## config.mk

```make
export PLATFORM = sky130hd
export DESIGN_NAME = rbin_refresh_ctrl
export DESIGN_NICKNAME = d
export VERILOG_FILES = /design/src/rtl/rbr_pkg.sv /design/src/rtl/rbr_bloom_bank.sv /design/src/rtl/rbr_sweep.sv /design/src/rtl/rbin_refresh_ctrl.sv
export SDC_FILE = /design/constraint.sdc
export NUM_CORES = 1
export LEC_CHECK = 0
export BUFFER_PORTS_ARGS = -buffer_cell sky130_fd_sc_hd__buf_2
export CAP_MARGIN = 0
export CORE_AREA = 2 2 86 150
export CTS_BUF_LIST = sky130_fd_sc_hd__clkbuf_8
export CTS_CLUSTER_DIAMETER = 200
export CTS_CLUSTER_SIZE = 10
export DETAILED_ROUTE_END_ITERATION = 16
export DIE_AREA = 0 0 88 152
export GPL_ROUTABILITY_DRIVEN = 1
export GPL_TIMING_DRIVEN = 0
export PLACE_DENSITY = 0.55
export SYNTH_ARGS = -nofsm -noshare
export SYNTH_HDL_FRONTEND = slang
export SYNTH_SLANG_ARGS = --single-unit
```

## constraint.sdc

```tcl
create_clock -name clk -period 2.8 [get_ports clk]
set_input_delay 0.7 -clock clk [delete_from_list [all_inputs] [get_ports clk]]
set_output_delay 0.7 -clock clk [all_outputs]
set_load 0.005 [all_outputs]
```

## src/rtl/rbr_pkg.sv

```systemverilog
package rbr_pkg;
   typedef enum logic {
      BIN_SHORT = 1'b0,
      BIN_MID   = 1'b1
   } rbr_bin_e;
endpackage

```

## src/rtl/rbr_bloom_bank.sv

```systemverilog
module rbr_bloom_bank #(
   parameter int ROW_W  = 6,
   parameter int IDX_W  = 5,
   parameter int HASHES = 2
) (
   input  logic             clk,
   input  logic             rst_n,
   input  logic             clr,
   input  logic             ins,
   input  logic [ROW_W-1:0] ins_row,
   input  logic [ROW_W-1:0] probe_row,
   output logic             hit
);
   localparam int M = 1 << IDX_W;

   initial begin : elab_chk
      if (IDX_W < 1 || IDX_W > 12) $fatal(1, "IDX_W out of range");
      if (HASHES < 1 || HASHES > ROW_W) $fatal(1, "HASHES out of range");
   end

   function automatic logic [IDX_W-1:0] fold(input logic [ROW_W-1:0] a, input int rot);
      logic [IDX_W-1:0] r;
      r = '0;
      for (int i = 0; i < ROW_W; i++) r[i % IDX_W] = r[i % IDX_W] ^ a[(i + rot) % ROW_W];
      return r;
   endfunction

   logic [M-1:0]     bits_q;
   logic [IDX_W-1:0] ins_idx [HASHES];
   logic [IDX_W-1:0] prb_idx [HASHES];
   logic [M-1:0]     set_mask;

   for (genvar k = 0; k < HASHES; k++) begin : g_hash
      assign ins_idx[k] = fold(ins_row, k);
      assign prb_idx[k] = fold(probe_row, k);
   end

   always_comb begin
      set_mask = '0;
      hit      = 1'b1;
      for (int k = 0; k < HASHES; k++) begin
         set_mask[ins_idx[k]] = 1'b1;
         hit = hit & bits_q[prb_idx[k]];
      end
   end

   always_ff @(posedge clk) begin
      if (!rst_n)   bits_q <= '0;
      else if (clr) bits_q <= '0;
      else if (ins) bits_q <= bits_q | set_mask;
   end

   AST_CLEAR_EMPTY: assert property (@(posedge clk) disable iff (!rst_n)
      clr |=> bits_q == '0);
   AST_NO_REMOVAL: assert property (@(posedge clk) disable iff (!rst_n)
      !clr |=> (bits_q & $past(bits_q)) == $past(bits_q));
   for (genvar k = 0; k < HASHES; k++) begin : g_chk
      AST_INSERT_SETS: assert property (@(posedge clk) disable iff (!rst_n)
         (ins && !clr) |=> bits_q[$past(ins_idx[k])]);
   end
endmodule

```

## src/rtl/rbr_sweep.sv

```systemverilog
module rbr_sweep #(
   parameter int ROW_W          = 6,
   parameter int TICKS_PER_SLOT = 4,
   parameter int LONG_DIV       = 4,
   localparam int WIN_W         = $clog2(LONG_DIV)
) (
   input  logic             clk,
   input  logic             rst_n,
   input  logic             tick,
   input  logic             hold,
   output logic [ROW_W-1:0] row,
   output logic [WIN_W-1:0] win,
   output logic             step
);
   initial begin : elab_chk
      if (TICKS_PER_SLOT < 1) $fatal(1, "TICKS_PER_SLOT must be >= 1");
      if (LONG_DIV < 2 || (LONG_DIV & (LONG_DIV - 1)) != 0) $fatal(1, "LONG_DIV must be a power of two >= 2");
   end

   logic live;
   assign live = tick && !hold;

   if (TICKS_PER_SLOT == 1) begin : g_direct
      assign step = live;
   end else begin : g_slot
      localparam int SLOT_W = $clog2(TICKS_PER_SLOT);
      localparam logic [SLOT_W-1:0] LAST = SLOT_W'(TICKS_PER_SLOT - 1);
      logic [SLOT_W-1:0] slot_q;
      always_ff @(posedge clk) begin
         if (!rst_n)    slot_q <= '0;
         else if (live) slot_q <= (slot_q == LAST) ? '0 : slot_q + 1'b1;
      end
      assign step = live && (slot_q == LAST);
   end

   always_ff @(posedge clk) begin
      if (!rst_n) begin
         row <= '0;
         win <= '0;
      end else if (step) begin
         row <= row + 1'b1;
         if (row == '1) win <= win + 1'b1;
      end
   end

   AST_ROW_ADVANCE: assert property (@(posedge clk) disable iff (!rst_n)
      step |=> row == $past(row) + 1'b1);
   AST_WINDOW_WRAP: assert property (@(posedge clk) disable iff (!rst_n)
      (step && row == '1) |=> win == $past(win) + 1'b1);
   AST_HOLD_FREEZE: assert property (@(posedge clk) disable iff (!rst_n)
      hold |=> $stable(row) && $stable(win));
endmodule

```

## src/rtl/rbin_refresh_ctrl.sv

```systemverilog
module rbin_refresh_ctrl #(
   parameter int ROW_W          = 6,
   parameter int IDX_W          = 5,
   parameter int HASHES         = 2,
   parameter int TICKS_PER_SLOT = 4,
   parameter int MID_DIV        = 2,
   parameter int LONG_DIV       = 4
) (
   input  logic             clk,
   input  logic             rst_n,
   input  logic             tick,
   input  logic             ins_valid,
   input  logic             ins_bin,
   input  logic [ROW_W-1:0] ins_row,
   input  logic             clr_all,
   output logic             rfsh_valid,
   input  logic             rfsh_ready,
   output logic [ROW_W-1:0] rfsh_row
);
   import rbr_pkg::*;
   localparam int WIN_W = $clog2(LONG_DIV);
   localparam logic [WIN_W-1:0] MID_MASK = WIN_W'(MID_DIV - 1);

   initial begin : elab_chk
      if (MID_DIV < 2 || (MID_DIV & (MID_DIV - 1)) != 0) $fatal(1, "MID_DIV must be a power of two >= 2");
      if (MID_DIV >= LONG_DIV) $fatal(1, "MID_DIV must be below LONG_DIV");
   end

   logic [ROW_W-1:0] cur_row;
   logic [WIN_W-1:0] cur_win;
   logic             step, hit_short, hit_mid, need;

   rbr_sweep #(.ROW_W(ROW_W), .TICKS_PER_SLOT(TICKS_PER_SLOT), .LONG_DIV(LONG_DIV)) u_sweep (
      .clk(clk), .rst_n(rst_n), .tick(tick), .hold(rfsh_valid),
      .row(cur_row), .win(cur_win), .step(step));

   rbr_bloom_bank #(.ROW_W(ROW_W), .IDX_W(IDX_W), .HASHES(HASHES)) u_short (
      .clk(clk), .rst_n(rst_n), .clr(clr_all),
      .ins(ins_valid && rbr_bin_e'(ins_bin) == BIN_SHORT),
      .ins_row(ins_row), .probe_row(cur_row), .hit(hit_short));

   rbr_bloom_bank #(.ROW_W(ROW_W), .IDX_W(IDX_W), .HASHES(HASHES)) u_mid (
      .clk(clk), .rst_n(rst_n), .clr(clr_all),
      .ins(ins_valid && rbr_bin_e'(ins_bin) == BIN_MID),
      .ins_row(ins_row), .probe_row(cur_row), .hit(hit_mid));

   always_comb begin
      if (hit_short)    need = 1'b1;
      else if (hit_mid) need = (cur_win & MID_MASK) == '0;
      else              need = cur_win == '0;
   end

   always_ff @(posedge clk) begin
      if (!rst_n) begin
         rfsh_valid <= 1'b0;
         rfsh_row   <= '0;
      end else if (step) begin
         rfsh_valid <= need;
         rfsh_row   <= cur_row;
      end else if (rfsh_ready) begin
         rfsh_valid <= 1'b0;
      end
   end

   AST_CMD_HOLD: assert property (@(posedge clk) disable iff (!rst_n)
      (rfsh_valid && !rfsh_ready) |=> rfsh_valid && $stable(rfsh_row));
   AST_SHORT_ALWAYS: assert property (@(posedge clk) disable iff (!rst_n)
      (step && hit_short) |=> rfsh_valid);
   AST_NO_SPONTANEOUS: assert property (@(posedge clk) disable iff (!rst_n)
      (!step && !rfsh_valid) |=> !rfsh_valid);
endmodule

```

# == Word-level counts from Yosys, hierarchy flattened ==
# Cells that the tools add are included.
# op_classes
add_sub_neg,3
magnitude_cmp,6
n_eq_ne,2
mux,17
bitwise_logic,11
reduce_logical,12
# op_table
op,n
OR 32 bit,3
"less-than comparator 5 x 6 -> 1 bit, second input constant",4
binary-select mux 1 bit (select 5 bit),4
demux 1 bit (select 5 bit),2
">= comparator 5 x 1 -> 1 bit, second input constant",2
2-to-1 mux 1 bit,10
"adder 6 x 1 -> 6 bit, second input constant",1
"equality test 6 bit, second input constant",1
logical AND 1 bit,6
"adder 2 x 1 -> 2 bit, second input constant",2
zero test 2 bit,2
bitwise XOR 1 bit,4
AND 1 bit,2
"equality test 2 bit, second input constant",1
2-to-1 mux 2 bit,1
inverter 1 bit,2
AND reduction 2 bit,1
nonzero test 2 bit,1
OR reduction 2 bit,1
zero test 1 bit,1
# totals
register_bits,81
out_inout_bits,7
wordCells,58

# == Depth between registers and ports, before layout ==
# depth
word_depth,7
mapped_depth,10
ltp_nobuf,8

# == By module ==
# A second synthesis with hierarchy kept.
# unflattened
hier_cells,806
area_unflattened_um2,5649.2
# modules_own_cells
mod,instances,cells_per_inst,area_each_um2
rbr_bloom_bank,2,364,2448.6
rbr_sweep,1,50,456.7
rbin_refresh_ctrl,1,28,295.3

# == Worst setup path after synthesis ==
# OpenSTA, ideal clock, no wires.
# synth_timing
kind,input-to-reg
from,in tick
to,reg u_sweep.win[1]
arrival_time_ps,2074
required_ps,2684
path_slack_ps,610
cell_stages,7
n_path_buf,1
path_cell_list,nor2b_1 -> and2_1 -> clkbuf_1 -> nand2_1 -> nor3_1 -> mux2i_1 -> nor2b_1
# synth_between
elab_chain_len,3
# synth_lines
item,line,text
"start, declared",rbin_refresh_ctrl.sv:11,"input logic tick,"
logical AND 1 bit,rbr_sweep.sv:21,assign live = tick && !hold;
logical AND 1 bit,rbr_sweep.sv:33,assign step = live && (slot_q == LAST);
AND reduction 2 bit (no source line),-,
"end signal, assigned",rbr_sweep.sv:42,if (row == '1) win <= win + 1'b1;
"end, declared",rbr_sweep.sv:12,"output logic [WIN_W-1:0] win,"
# Every way passes these cells.
# A chain may end at the register's enable or synchronous reset.

==> summary.md <==
| Metric | Value |
|---|---|
| Via Count | `4583` |
| Final setup fails | `0` |
| Post-cts hold buffer count | `0` |
| Maximum vdd drop | `~0.20 mV` |
| Post-synth net total | `between 600 and 700` |
| Die footprint | `0.0134 sq mm` |
| Startpoint types | `flip-flop` |
| Clock Sinks | `81` |
| Wirelength per Cell | `20.4 um` |
| Via/cell ratio | `5.74` |
| Final period utilization | `0.955` |
| DRC errors left | `0` |
| Clock slew at reported path FFs | `~0.090 ns` |
| Diodes inserted | `0` |
| Area grow syn2layout | `10.9%` |
| Core Region | `0.0122 sq mm` |
| Synth Area in Simple Gates | `0.233` |
| Yosys warns | `0` |
| Initial antenna violation count | `0` |
| Post-synth EDFFs | `0` |
| Fmax | `374 MHz` |
| Max-Cap Viols | `0` |
| Initial DRC count | `around 250` |
| Synth async-reset ratio | `0` |
| Cell area after synthesis | `0.00479 sq mm` |
| RSZ-0062 raised after global routing | `no` |
| Clock network power share | `0.384` |
| Cell taking the most area after synthesis | `dfxtp_1` |
| Switching pwr | `0.668 mW` |
| Port bufs | `19` |
| Leakage | `1.77 nW` |
| Worst-case clock skew | `a little under 0.009 ns` |
| Number of I/O pins | `20` |
| Worst hold endpoint | `rfsh_row[2]` |
| Die W | `88 um` |
| Internal Power | `around 1.7 mW` |
| Reg2reg end | `rfsh_valid` |
| Primary FF master, synth | `dfxtp_1` |
| Synth Register Bits | `81` |
| Clock Latency Late Sink | `between 0.3 and 0.4 ns` |
| Syn Inst Count | `596` |
| Die H | `around 150 um` |
| Clk buf depth | `2` |
| WP data required | `around 3.1 ns` |
| Pin count of the biggest net entering global routing | `16` |
| Initial Utilization | `0.392` |
| CTS tree | `yes` |
| Row cnt | `54` |
| Largest family of logic cells by synthesized area | `simple AND/OR/NAND/NOR gates` |
| R2R setup slack | `~0.12 ns` |
| FILL cells | `1271` |
| Hold depth | `2` |
| Seq/Total Area, Yosys | `0.338` |
| Crit. End Element | `flip-flop` |
| RR Startpoint | `u_sweep.row[1]` |
| DRT Pass-1 Iters | `5` |
| Tmin final | `2.68 ns` |
| Post-synthesis adder-cell area fraction | `0.00783` |
| Net Sw Frac | `0.287` |
| Yosys top cell area share | `0.338` |
| Routed WL | `16.3 mm` |
| CP max FO | `10` |
| H-Tree Depth | `3` |
| Hpwl dp | `12.9 mm` |
| Seq pwr share | `0.500` |
| Compound-Gate Fraction of Synth Area | `0.201` |
| Power Total | `about 2.3 mW` |
| Gpl congestion | `about 0.96` |
| Max-slew headroom | `0.448` |
| Crit Path Class | `flip-flop to flip-flop` |
| R2R depth | `7` |
| Worst path arrival time | `~3 ns` |
| Global-route wire length before repair | `25.5 mm` |
| Total negative setup slack | `0 ns` |
| Hold Crit Class | `flip-flop to flip-flop` |
| Count of pins over their slew limit | `0` |
| Gr ovfl total | `0` |
| Total GRT Usage | `0.251` |
| Root buf cell | `clkbuf_8` |
| Fraction of synthesized cell area in xor and xnor cells | `0.0235` |
| Status | `complete, no violations` |
| Yosys cell types | `57` |
| Number of buffers created by CTS | `9` |
| Actual slew at the worst max-slew pin | `between 0.8 and 0.9 ns` |
| Power Dens Cells | `438 mW/mm^2` |
| Fin nets | `642` |
| Vias in the first global route | `about 4600` |
| Syn Area/Cell | `around 8.0 sq um` |
| Min-delay src | `rfsh_row[2]` |
| ANT nets after route | `0` |
| Final hold viol count | `0` |
| Share of layout cells above drive strength 1 | `0.0998` |
| Synth area leaders | `dfxtp_1 34%, nor2_1 8.9%, a21oi_1 8.0%` |
| Comb pwr share | `0.116` |
| Multiplexer share of the synthesized area | `0.150` |
state kept, by name (all words and copies together), names as in the netlist:
name / cells
u_short.bits_q: 32
u_sweep.win: 2
u_sweep.g_slot.slot_q: 2
rfsh_row: 6
rfsh_valid: 1
u_mid.bits_q: 32
u_sweep.row: 6
power groups by stage:
stage,Combinational [mW],Sequential (mW),Clock (mW)
final,0.270,1.16,0.895
after floorplan,0.177,1.19,0
after detailed placement,0.263,1.19,0
after global placement,0.260,1.19,0
after global routing,0.292,1.17,0.953
after CTS,0.264,1.16,0.909
metrics by stage:
step | instances | utilization | hold slack (ns) | area, sq um | worst slack, ns
3_5_place_dp | 783 | 0.417 | 0.454 | 5100 | -0.118
6_report | 799 | 0.435 | 0.462 | 5320 | 0.125
5_1_grt | 799 | 0.435 | 0.478 | 5320 | 0.0346
4_1_cts | 799 | 0.433 | 0.465 | 5300 | 0.0454
2_1_floorplan | 596 | - | 0.443 | 4790 | 0.610
3_3_place_gp | 783 | 0.417 | 0.449 | 5100 | -0.111
how the worst max path moves through the flow:
stage | from | end | slack (ns)
floorplan | tick | u_sweep.win[1] | 0.61
global placement | ins_row[0] | u_short.bits_q[19] | -0.11
detailed placement | ins_row[0] | u_short.bits_q[19] | -0.12
CTS | u_sweep.row[1] | rfsh_valid | 0.05
global route | u_sweep.row[1] | rfsh_valid | 0.03
finish | u_sweep.row[1] | rfsh_valid | 0.12
synthesized netlist by cell type (8+ instances only):
| library cell | instances |
|---|---|
| o21ai_0 | 10 |
| mux4_2 | 14 |
| nand3_1 | 11 |
| nand2b_1 | 11 |
| dfxtp_1 | 81 |
| nor2b_1 | 21 |
| nor2_1 | 114 |
| mux2i_1 | 18 |
| clkbuf_1 | 34 |
| nor3_1 | 14 |
| o22ai_1 | 8 |
| and2_1 | 11 |
| nand2_1 | 43 |
| a21oi_1 | 77 |
worst max-delay path: stages, from the launching register on:
cell      delay, ns
dfxtp_1        0.34
ha_1           0.46
buf_4          0.31
mux4_2         0.57
a21oi_1        0.28
a311oi_1       0.12
nor4b_1        0.33
o311ai_1       0.12
metal layers:
layer  GRT usage  wire, um
met5           0         0
met4       0.130       828
met3      0.0304       556
met2       0.464      8940
met1       0.267      5990
cell type report:
cell class	instances	area (sq um)	area share
Multi-Input combinational cell	459	2960	0.556
Sequential cell	81	1620	0.305
Tap cell	168	210	0.0395
Buffer	49	204	0.0384
Clock buffer	9	124	0.0233
Timing Repair Buffer	19	95.1	0.0179
Clock inverter	7	76.3	0.0144
Inverter	7	26.3	0.00494
placed cells by master (no fill, tap or decap), types with 5 or more instances in the layout:
cell type    n
clkbuf_1    34
nor3_1      14
o22ai_1      8
mux2i_1     18
mux2_1       7
a21oi_1     77
xor2_1       5
mux4_1       5
clkbuf_8     9
a32oi_1      5
inv_1        7
o21ai_1      6
nand2_1     43
and2_1      11
nand3_1     11
xnor2_1      6
buf_2       25
a21boi_0     7
buf_1        6
o21ai_0     10
dfxtp_1     81
nor2_1     114
nor2b_1     21
a2111oi_0    5
nand2b_1    11
o21a_1       6
mux4_2      14
cell families after synthesis:
kind of cell    count (synthesis)
buf+inv                        56
simple gates                  244
mux                            45
xor+xnor                       12
fa+ha+maj                       3
flops                          81
compound gates                155
repair_timing:
item,in CTS,in global routing
endpoints found under the setup margin,0,1
buffers inserted,0,0
gates resized for setup,0,4
No activity file was read; power rests on OpenSTA's default activity.
